<file path="src/rtl/mii_txf_pkg.sv">
package mii_txf_pkg;

    typedef enum logic [2:0] {
        ST_IDLE,
        ST_PRE,
        ST_SFD,
        ST_DATA,
        ST_PAD,
        ST_FCS,
        ST_GAP
    } txf_state_e;

    localparam logic [31:0] CRC_POLY_REFL = 32'hEDB88320;
    localparam logic [31:0] CRC_SEED      = 32'hFFFFFFFF;
    localparam logic [7:0]  PRE_BYTE      = 8'h55;
    localparam logic [7:0]  SFD_BYTE      = 8'hD5;

    // One byte of the reflected CRC-32, least significant bit first.
    function automatic logic [31:0] crc32_byte(input logic [31:0] c_in, input logic [7:0] d);
        logic [31:0] c;
        logic        fb;
        c = c_in;
        for (int i = 0; i < 8; i++) begin
            fb = c[0] ^ d[i];
            c  = {1'b0, c[31:1]} ^ (fb ? CRC_POLY_REFL : 32'h0);
        end
        return c;
    endfunction

endpackage

</file>
<file path="src/rtl/mii_txf_crc.sv">
module mii_txf_crc
    import mii_txf_pkg::*;
(
    input  logic        clk,
    input  logic        rst_n,
    input  logic        init,
    input  logic        en,
    input  logic [7:0]  din,
    output logic [31:0] crc
);
    always_ff @(posedge clk) begin
        if (!rst_n || init) begin
            crc <= CRC_SEED;
        end else if (en) begin
            crc <= crc32_byte(crc, din);
        end
    end
endmodule

</file>
<file path="src/rtl/mii_txf_gap.sv">
module mii_txf_gap #(
    parameter int GAP_CLKS = 24
) (
    input  logic clk,
    input  logic rst_n,
    input  logic run,
    output logic done
);
    localparam int CW = (GAP_CLKS > 1) ? $clog2(GAP_CLKS) : 1;

    logic [CW-1:0] cnt_q;

    always_ff @(posedge clk) begin
        if (!rst_n || !run) begin
            cnt_q <= '0;
        end else begin
            cnt_q <= cnt_q + 1'b1;
        end
    end

    assign done = run && (cnt_q == CW'(GAP_CLKS - 1));
endmodule

</file>
<file path="src/rtl/mii_tx_framer.sv">
module mii_tx_framer
    import mii_txf_pkg::*;
#(
    parameter int PRE_BYTES = 7,
    parameter int MIN_FRAME = 60,
    parameter int GAP_CLKS  = 24
) (
    input  logic       clk,
    input  logic       rst_n,
    input  logic [7:0] in_data,
    input  logic       in_valid,
    input  logic       in_last,
    output logic       in_ready,
    output logic [3:0] mii_txd,
    output logic       mii_tx_en,
    output logic       mii_tx_er
);
    localparam int FCS_BYTES = 4;
    localparam int CNT_MAX   = (PRE_BYTES > FCS_BYTES) ? PRE_BYTES : FCS_BYTES;
    localparam int CNT_W     = $clog2(CNT_MAX);
    localparam int LEN_W     = $clog2(MIN_FRAME + 1);

    txf_state_e       st_q, st_n;
    logic             phase_q, phase_n;
    logic [7:0]       byte_q, byte_n;
    logic [CNT_W-1:0] cnt_q, cnt_n;
    logic [LEN_W-1:0] len_q, len_n;
    logic             last_q, last_n;

    logic             crc_init, crc_en;
    logic [7:0]       crc_din;
    logic [31:0]      crc_q;
    logic [31:0]      fcs_val;
    logic [1:0]       fcs_idx;
    logic             gap_done;
    logic             on_wire;
    logic             slot_end;

    mii_txf_crc u_crc (
        .clk   (clk),
        .rst_n (rst_n),
        .init  (crc_init),
        .en    (crc_en),
        .din   (crc_din),
        .crc   (crc_q)
    );

    mii_txf_gap #(.GAP_CLKS(GAP_CLKS)) u_gap (
        .clk   (clk),
        .rst_n (rst_n),
        .run   (st_q == ST_GAP),
        .done  (gap_done)
    );

    assign on_wire  = (st_q != ST_IDLE) && (st_q != ST_GAP);
    assign slot_end = on_wire && phase_q;
    assign fcs_val  = ~crc_q;
    assign fcs_idx  = 2'(cnt_q) + 2'd1;

    // Next-state logic.
    always_comb begin
        st_n     = st_q;
        phase_n  = on_wire ? ~phase_q : 1'b0;
        byte_n   = byte_q;
        cnt_n    = cnt_q;
        len_n    = len_q;
        last_n   = last_q;
        crc_init = 1'b0;
        crc_en   = 1'b0;
        crc_din  = 8'h00;
        unique case (st_q)
            ST_IDLE, ST_GAP: begin
                if (st_q == ST_IDLE || gap_done) begin
                    if (in_valid) begin
                        st_n     = ST_PRE;
                        phase_n  = 1'b0;
                        byte_n   = PRE_BYTE;
                        cnt_n    = '0;
                        len_n    = '0;
                        last_n   = 1'b0;
                        crc_init = 1'b1;
                    end else begin
                        st_n = ST_IDLE;
                    end
                end
            end
            ST_PRE: begin
                if (slot_end) begin
                    if (cnt_q == CNT_W'(PRE_BYTES - 1)) begin
                        st_n   = ST_SFD;
                        byte_n = SFD_BYTE;
                    end else begin
                        cnt_n = cnt_q + 1'b1;
                    end
                end
            end
            ST_SFD, ST_DATA, ST_PAD: begin
                if (slot_end) begin
                    if (st_q != ST_PAD && !last_q && in_valid) begin
                        st_n    = ST_DATA;
                        byte_n  = in_data;
                        last_n  = in_last;
                        crc_en  = 1'b1;
                        crc_din = in_data;
                        if (len_q < LEN_W'(MIN_FRAME)) len_n = len_q + 1'b1;
                    end else if (len_q < LEN_W'(MIN_FRAME)) begin
                        st_n    = ST_PAD;
                        byte_n  = 8'h00;
                        crc_en  = 1'b1;
                        crc_din = 8'h00;
                        len_n   = len_q + 1'b1;
                    end else begin
                        st_n   = ST_FCS;
                        byte_n = fcs_val[7:0];
                        cnt_n  = '0;
                    end
                end
            end
            ST_FCS: begin
                if (slot_end) begin
                    if (cnt_q == CNT_W'(FCS_BYTES - 1)) begin
                        st_n   = ST_GAP;
                        byte_n = 8'h00;
                    end else begin
                        cnt_n  = cnt_q + 1'b1;
                        byte_n = fcs_val[{fcs_idx, 3'b000} +: 8];
                    end
                end
            end
            default: st_n = ST_IDLE;
        endcase
    end

    // State register.
    always_ff @(posedge clk) begin
        if (!rst_n) begin
            st_q    <= ST_IDLE;
            phase_q <= 1'b0;
            byte_q  <= 8'h00;
            cnt_q   <= '0;
            len_q   <= '0;
            last_q  <= 1'b0;
        end else begin
            st_q    <= st_n;
            phase_q <= phase_n;
            byte_q  <= byte_n;
            cnt_q   <= cnt_n;
            len_q   <= len_n;
            last_q  <= last_n;
        end
    end

    // Outputs.
    always_comb begin
        mii_tx_en = on_wire;
        mii_tx_er = 1'b0;
        mii_txd   = on_wire ? (phase_q ? byte_q[7:4] : byte_q[3:0]) : 4'h0;
        in_ready  = slot_end && !last_q &&
                    ((st_q == ST_SFD) || (st_q == ST_DATA));
    end
endmodule

</file>
<file path="config.mk">
export PLATFORM = sky130hd
export DESIGN_NAME = mii_tx_framer
export DESIGN_NICKNAME = d
export VERILOG_FILES = /design/src/rtl/mii_txf_pkg.sv /design/src/rtl/mii_txf_crc.sv /design/src/rtl/mii_txf_gap.sv /design/src/rtl/mii_tx_framer.sv
export SDC_FILE = /design/constraint.sdc
export NUM_CORES = 1
export LEC_CHECK = 0
export BUFFER_PORTS_ARGS = -buffer_cell sky130_fd_sc_hd__buf_2
export CAP_MARGIN = 20
export CELL_PAD_IN_SITES_DETAIL_PLACEMENT = 0
export CELL_PAD_IN_SITES_GLOBAL_PLACEMENT = 1
export CORE_MARGIN = 8
export CORE_UTILIZATION = 40
export DETAILED_ROUTE_END_ITERATION = 12
export PLACE_DENSITY_LB_ADDON = 0.3
export SLEW_MARGIN = 20
export SYNTH_ARGS = -nofsm -noshare
export SYNTH_HDL_FRONTEND = slang
export SYNTH_SLANG_ARGS = --single-unit
export TNS_END_PERCENT = 30
</file>
<file path="constraint.sdc">
create_clock -name clk -period 4.65 [get_ports clk]
set_input_delay 0.2325 -clock clk [delete_from_list [all_inputs] [get_ports clk]]
set_output_delay 0.2325 -clock clk [all_outputs]
set_load 0.01 [all_outputs]
</file>
==> results of run 1 <==
## cell families (layout without fill, tap and decap cells)
family / after synthesis / count (layout) / synth area share
AND/OR/NAND/NOR: 158 / 158 / 0.176
XOR/XNOR: 114 / 114 / 0.276
AO/OA/AOI/OAI: 112 / 112 / 0.167
flip-flops: 59 / 59 / 0.261
buffers and inverters: 53 / 47 / 0.0505
multiplexers: 15 / 15 / 0.0552
adder cells (fa/ha/maj): 5 / 5 / 0.0138
other: 1 / 1 / 0.000828
## final timing paths
check,endpoint,cells past startpoint,slack (ps),start
hold / removal,last_q,3,150,in_last
setup reg to reg,u_crc.crc[8],5,1790,st_q[1]
setup / recovery,u_crc.crc[8],5,1790,st_q[1]
hold reg to reg,u_gap.cnt_q[0],1,450,u_gap.cnt_q[0]
## layer usage
layer | up-vias | global-route usage
li1 | 1819 | -
met1 | 1761 | 0.240
met2 | 119 | 0.260
met3 | 19 | 0.0451
met4 | 0 | 0.0632
met5 | - | 0
## placed cells by master (no fill, tap or decap), types with 8 or more instances in the layout
| cell | count |
|---|---|
| inv_1 | 8 |
| dfxtp_1 | 59 |
| xnor2_1 | 76 |
| nand2_1 | 36 |
| buf_2 | 17 |
| nand3_1 | 22 |
| mux4_2 | 8 |
| o21ai_0 | 21 |
| nor2_1 | 41 |
| a21oi_1 | 21 |
| clkbuf_16 | 9 |
| xnor3_1 | 16 |
| xor2_1 | 19 |
| o211ai_1 | 22 |
| nor3_1 | 14 |
| a211oi_1 | 9 |
## final cells by class
cell class / count / area share
timing repair buffer: 23 / 0.0264
sequential: 59 / 0.239
inverter: 8 / 0.00609
multi-input combinational: 405 / 0.633
tap: 143 / 0.0363
clock inverter: 1 / 0.00101
clock buffer: 15 / 0.0583
## state kept, by name, summed over array words and instances (netlist names)
signal,cells
u_crc.crc,32
byte_q,8
len_q,6
u_gap.cnt_q,5
cnt_q,3
st_q,3
last_q,1
phase_q,1
## metrics by stage
stage | total power [uW] | utilization | std cells | hold slack (ps)
final | 2180 | 0.440 | 654 | 152
after global routing | 2310 | 0.440 | 654 | 181
after CTS | 2190 | 0.440 | 654 | 157
after detailed placement | 1540 | 0.413 | 638 | 440
after global placement | 1530 | 0.413 | 638 | 433
after floorplan | 1340 | - | 517 | 364
## power groups by stage
stage | clock network (uW) | logic (uW) | registers, uW
after floorplan | 0 | 736 | 601
after global placement | 0 | 864 | 663
after detailed placement | 0 | 873 | 663
after CTS | 656 | 876 | 654
after global routing | 681 | 958 | 667
final | 644 | 875 | 656
## critical path: cells and delay by family (launching register included)
| kind | cells | cell delay [ps] |
|---|---|---|
| AND/OR/NAND/NOR | 3 | 1630 |
| AO/OA/AOI/OAI | 1 | 110 |
| XOR/XNOR | 1 | 290 |
| flip-flops | 1 | 680 |
==> metrics.yaml, run 1 <==
yosys:
  yosysTopAreaCellShare: 0.261
  syn_area_um2: 4530
  synth.most_common_cell: "xnor2_1"
  synth_common_cells: "xnor2_1 (76), dfxtp_1 (59), nor2_1 (41), nand2_1 (36), clkbuf_1 (23)"
  synth_edf_count: 0
  yosysUniqueCellTypes: 59
  syn_nets: 534
  ys_seq_area_frac: 0.261
  avgSynthCellArea_um2: 8.76
  ys_async_sr_fraction: 0
  synth.yosys.warnings: 0
  synth_area_leaders: "dfxtp_1 (26%), xnor2_1 (15%), xnor3_1 (8.0%)"
  synth_cells: 517
  synth_seq_cells: 59
  synth_ff_type: "dfxtp_1"
  yosys.area.top_type: "dfxtp_1"
routing:
  drt_iter0_drc: 301
  met2_length_um: 5480
  dr_wl_met3_um: 838
  wl_met1_um: 5950
  vias: 3718
  firstDrtPassIters: 5
  antenna_left: 0
  totalWireLength_um: 12500
  top_layer: "met4"
  drc: 0
  wl_per_cell_um: 19.1
  viasPerCell: 5.69
cells_and_area:
  area_growth_pct: 8.89
  seqCellArea_um2: 1180
  multiInputGateArea_um2: 3120
  nFillCells: 1128
  final_layout_size_suffix_gt1_frac: 0.112
  nNetsFinal: 523
  num_antenna_cells: 0
  stdcell_area_um2: 4930
power_and_ir_drop:
  peakVddDrop_mv: 0.361
  share_seq_of_total_power: 0.301
  swShare: 0.382
  intPower_uw: 1340
  p_clk_frac: 0.296
  p_leak_uw: 0.00189
  p_per_area_nw_per_um2: 441
  combinationalPowerShare: 0.402
  p_sw_uw: 831
critical_path:
  end_kind: "flip-flop"
  cp_cell_sequence: "nand4bb_1 -> nor2_1 -> nand3_1 -> xnor2_1 -> o211ai_1"
  critPathMaxFanout: 18
  crit_slowest_cell: "nor2_1"
  cp-start-kind: "flip-flop"
  required_ps: 4840
  critical_path_class: "flip-flop to flip-flop"
  cp_data_arrival_time_ps: 3040
  slowest_delay_ps: 820
sta:
  rsz0062_at_grt: "no"
  slew_viol_final: 0
  setup_slack_ps: 1790
  setup_violations: 0
  max_slew_margin: 0.440
  hold_viol_final: 0
  setup_tns_ps: 0
  min_period_over_period: 0.614
  fin_skew_ps: 7.13
  fmax_mhz: 350
  layout_min_cycle_time_ps: 2860
  worstMarginPinSlew_ps: 834
min_path:
  holdCritPathClass: "input port to flip-flop"
global_routing:
  grt_pass1_wl_um: 20100
  grt_max_degree: 28
  grt_pass1_vias: 3584
  track_usage: 0.175
  grt_remaining_overflow: 0
  antenna_found_initial: 0
cts:
  cts_num_sinks: 59
  clock_latency_ps: 330
  path_clk_slew_ps: 50
  cts.repair.resized: 0
  cts_buffers: 9
  htree_levels: 3
  clock-root-buffer: "clkbuf_16"
  clockBufferDepth: 2
  cts_tree: "yes"
  cts_setup_buffers: 0
  hold_buffers: 0
die:
  rows: 39
  initial_core_util: 0.404
  die_y_um: 122
  coreArea_um2: 11200
  die-area_um2: 15000
  dieWidth_um: 122
  io_pins: 19
job:
  max_cap_violations: 0
place:
  dpl_worst_slack_ps: 1820
  place_area_um2: 4640
  hpwl_um: 9130
  gp_congestion: 0.865
  io_buffers: 17
run_status:
  status: "finished clean"
Power figures use the tool's default switching activity.
==> run 2, diff against run 1 <==
==> constraint.sdc (replaced) <==
create_clock -name clk -period 2.6 [get_ports clk]
set_input_delay 0.13 -clock clk [delete_from_list [all_inputs] [get_ports clk]]
set_output_delay 0.13 -clock clk [all_outputs]
set_load 0.01 [all_outputs]
==> metrics.yaml, run 2 (same netlist as run 1, synthesis figures left out) <==
routing:
  wl_per_cell_um: 18.7
  vias: 3833
  dr_wl_met3_um: 665
  wl_met1_um: 5880
  met2_length_um: 5820
  viasPerCell: 5.63
  top_layer: "met4"
  drc: 0
  totalWireLength_um: 12700
  drt_iter0_drc: 331
  firstDrtPassIters: 6
  antenna_left: 0
min_path:
  hp-start: "in_last"
  holdCritPathClass: "input port to flip-flop"
die:
  die-area_um2: 15000
  rows: 39
  coreArea_um2: 11200
  dieWidth_um: 122
  die_y_um: 122
  io_pins: 19
  initial_core_util: 0.404
power_and_ir_drop:
  peakVddDrop_mv: 0.431
  combinationalPowerShare: 0.403
  p_per_area_nw_per_um2: 828
  swShare: 0.360
  intPower_uw: 2760
  p_leak_uw: 0.00205
  p_sw_uw: 1550
  p_clk_frac: 0.337
  share_seq_of_total_power: 0.260
  finalPower_uw: 4310
global_routing:
  grt_pass1_vias: 3722
  track_usage: 0.181
  antenna_found_initial: 0
  grt_pass1_wl_um: 20800
  grt_max_degree: 49
  grt_remaining_overflow: 0
sta:
  setup_slack_ps: 134
  rsz0062_at_grt: "no"
  max_slew_margin: 0.367
  worstMarginPinSlew_ps: 947
  hold_viol_final: 0
  setup_tns_ps: 0
  setup_violations: 0
  layout_min_cycle_time_ps: 2470
  whs_ps: 42.4
  fin_skew_ps: 7.84
  slew_viol_final: 0
  fmax_mhz: 405
  min_period_over_period: 0.949
cts:
  clock-root-buffer: "clkbuf_16"
  cts_tree: "yes"
  path_clk_slew_ps: 50
  hold_buffers: 0
  cts.repair.resized: 0
  clock_latency_ps: 340
  cts_num_sinks: 59
  cts_buffers: 9
  clockBufferDepth: 2
  htree_levels: 3
  cts_setup_buffers: 0
critical_path:
  r2r-start: "st_q[1]"
  critPathMaxFanout: 13
  cp-start-kind: "flip-flop"
  end_kind: "flip-flop"
  cp_data_arrival_time_ps: 2690
  required_ps: 2830
  startpoint: "st_q[1]"
  critical_path_class: "flip-flop to flip-flop"
cells_and_area:
  layout_common_cells: "xnor2_1 (76), dfxtp_1 (59), nor2_1 (41)"
  top_regs: "u_crc.crc (32), byte_q (8), len_q (6)"
  num_antenna_cells: 0
  largest_register_ffs: 32
  final_layout_size_suffix_gt1_frac: 0.160
  area_growth_pct: 14.9
  final_common_cell: "xnor2_1"
  fin_util: 0.464
  top_register: "u_crc.crc"
  nNetsFinal: 550
run_status:
  status: "finished clean"
job:
  max_cap_violations: 0
place:
  dpl_worst_slack_ps: 225
  io_buffers: 17
  hpwl_um: 9370
  gp_congestion: 0.893
==> run 2: cell types whose count changed in the layout (fill, tap and decap cells not counted) <==
cell	delta
buf_4	+27
bufinv_16	+3
clkbuf_1	-2
clkbuf_8	-1
==> run 2: layout make-up <==
type,count,area [um^2]
clock buffers,12,267
inverters,8,30.0
flip-flops and latches,59,1180
repair buffers,50,333
fillers,1114,6020
well taps,143,179
clock inverters,4,95.1
multi-input cells,405,3120
==> run 2: worst max-delay path, cell delays in order (launching register included) <==
cell     delay (ps)
dfxtp_1         580
nor3b_2         140
o32ai_1         840
o21ai_1         290
or3_1           400
o211a_1         110
==> run 2: power by group through the flow <==
stage | sequential [uW] | clock (uW) | combinational [uW]
6_report | 1120 | 1450 | 1740
5_1_grt | 1140 | 1500 | 1910
4_1_cts | 1120 | 1470 | 1730
3_5_place_dp | 1140 | 0 | 1720
3_3_place_gp | 1130 | 0 | 1710
2_1_floorplan | 1070 | 0 | 1320
==> run 2: metrics by stage <==
stage / area (um^2) / cells
after CTS: 5200 / 681
final: 5200 / 681
after global routing: 5200 / 681
after floorplan: 4530 / 517
after global placement: 4840 / 665
after detailed placement: 4840 / 665
==> run 2: worst paths after layout <==
path / endpoint / slack [ps] / cells past startpoint
worst max-delay path: u_crc.crc[24] / 130 / 5
worst min-delay path: last_q / 40 / 3
worst max register to register: u_crc.crc[24] / 130 / 5
worst min register to register: u_gap.cnt_q[0] / 440 / 1
==> run 2: routing by layer <==
metal,global-route usage,up-vias
met2,0.283,103
li1,-,1860
met1,0.236,1845
met3,0.0331,25
met5,0,-
met4,0.0914,0
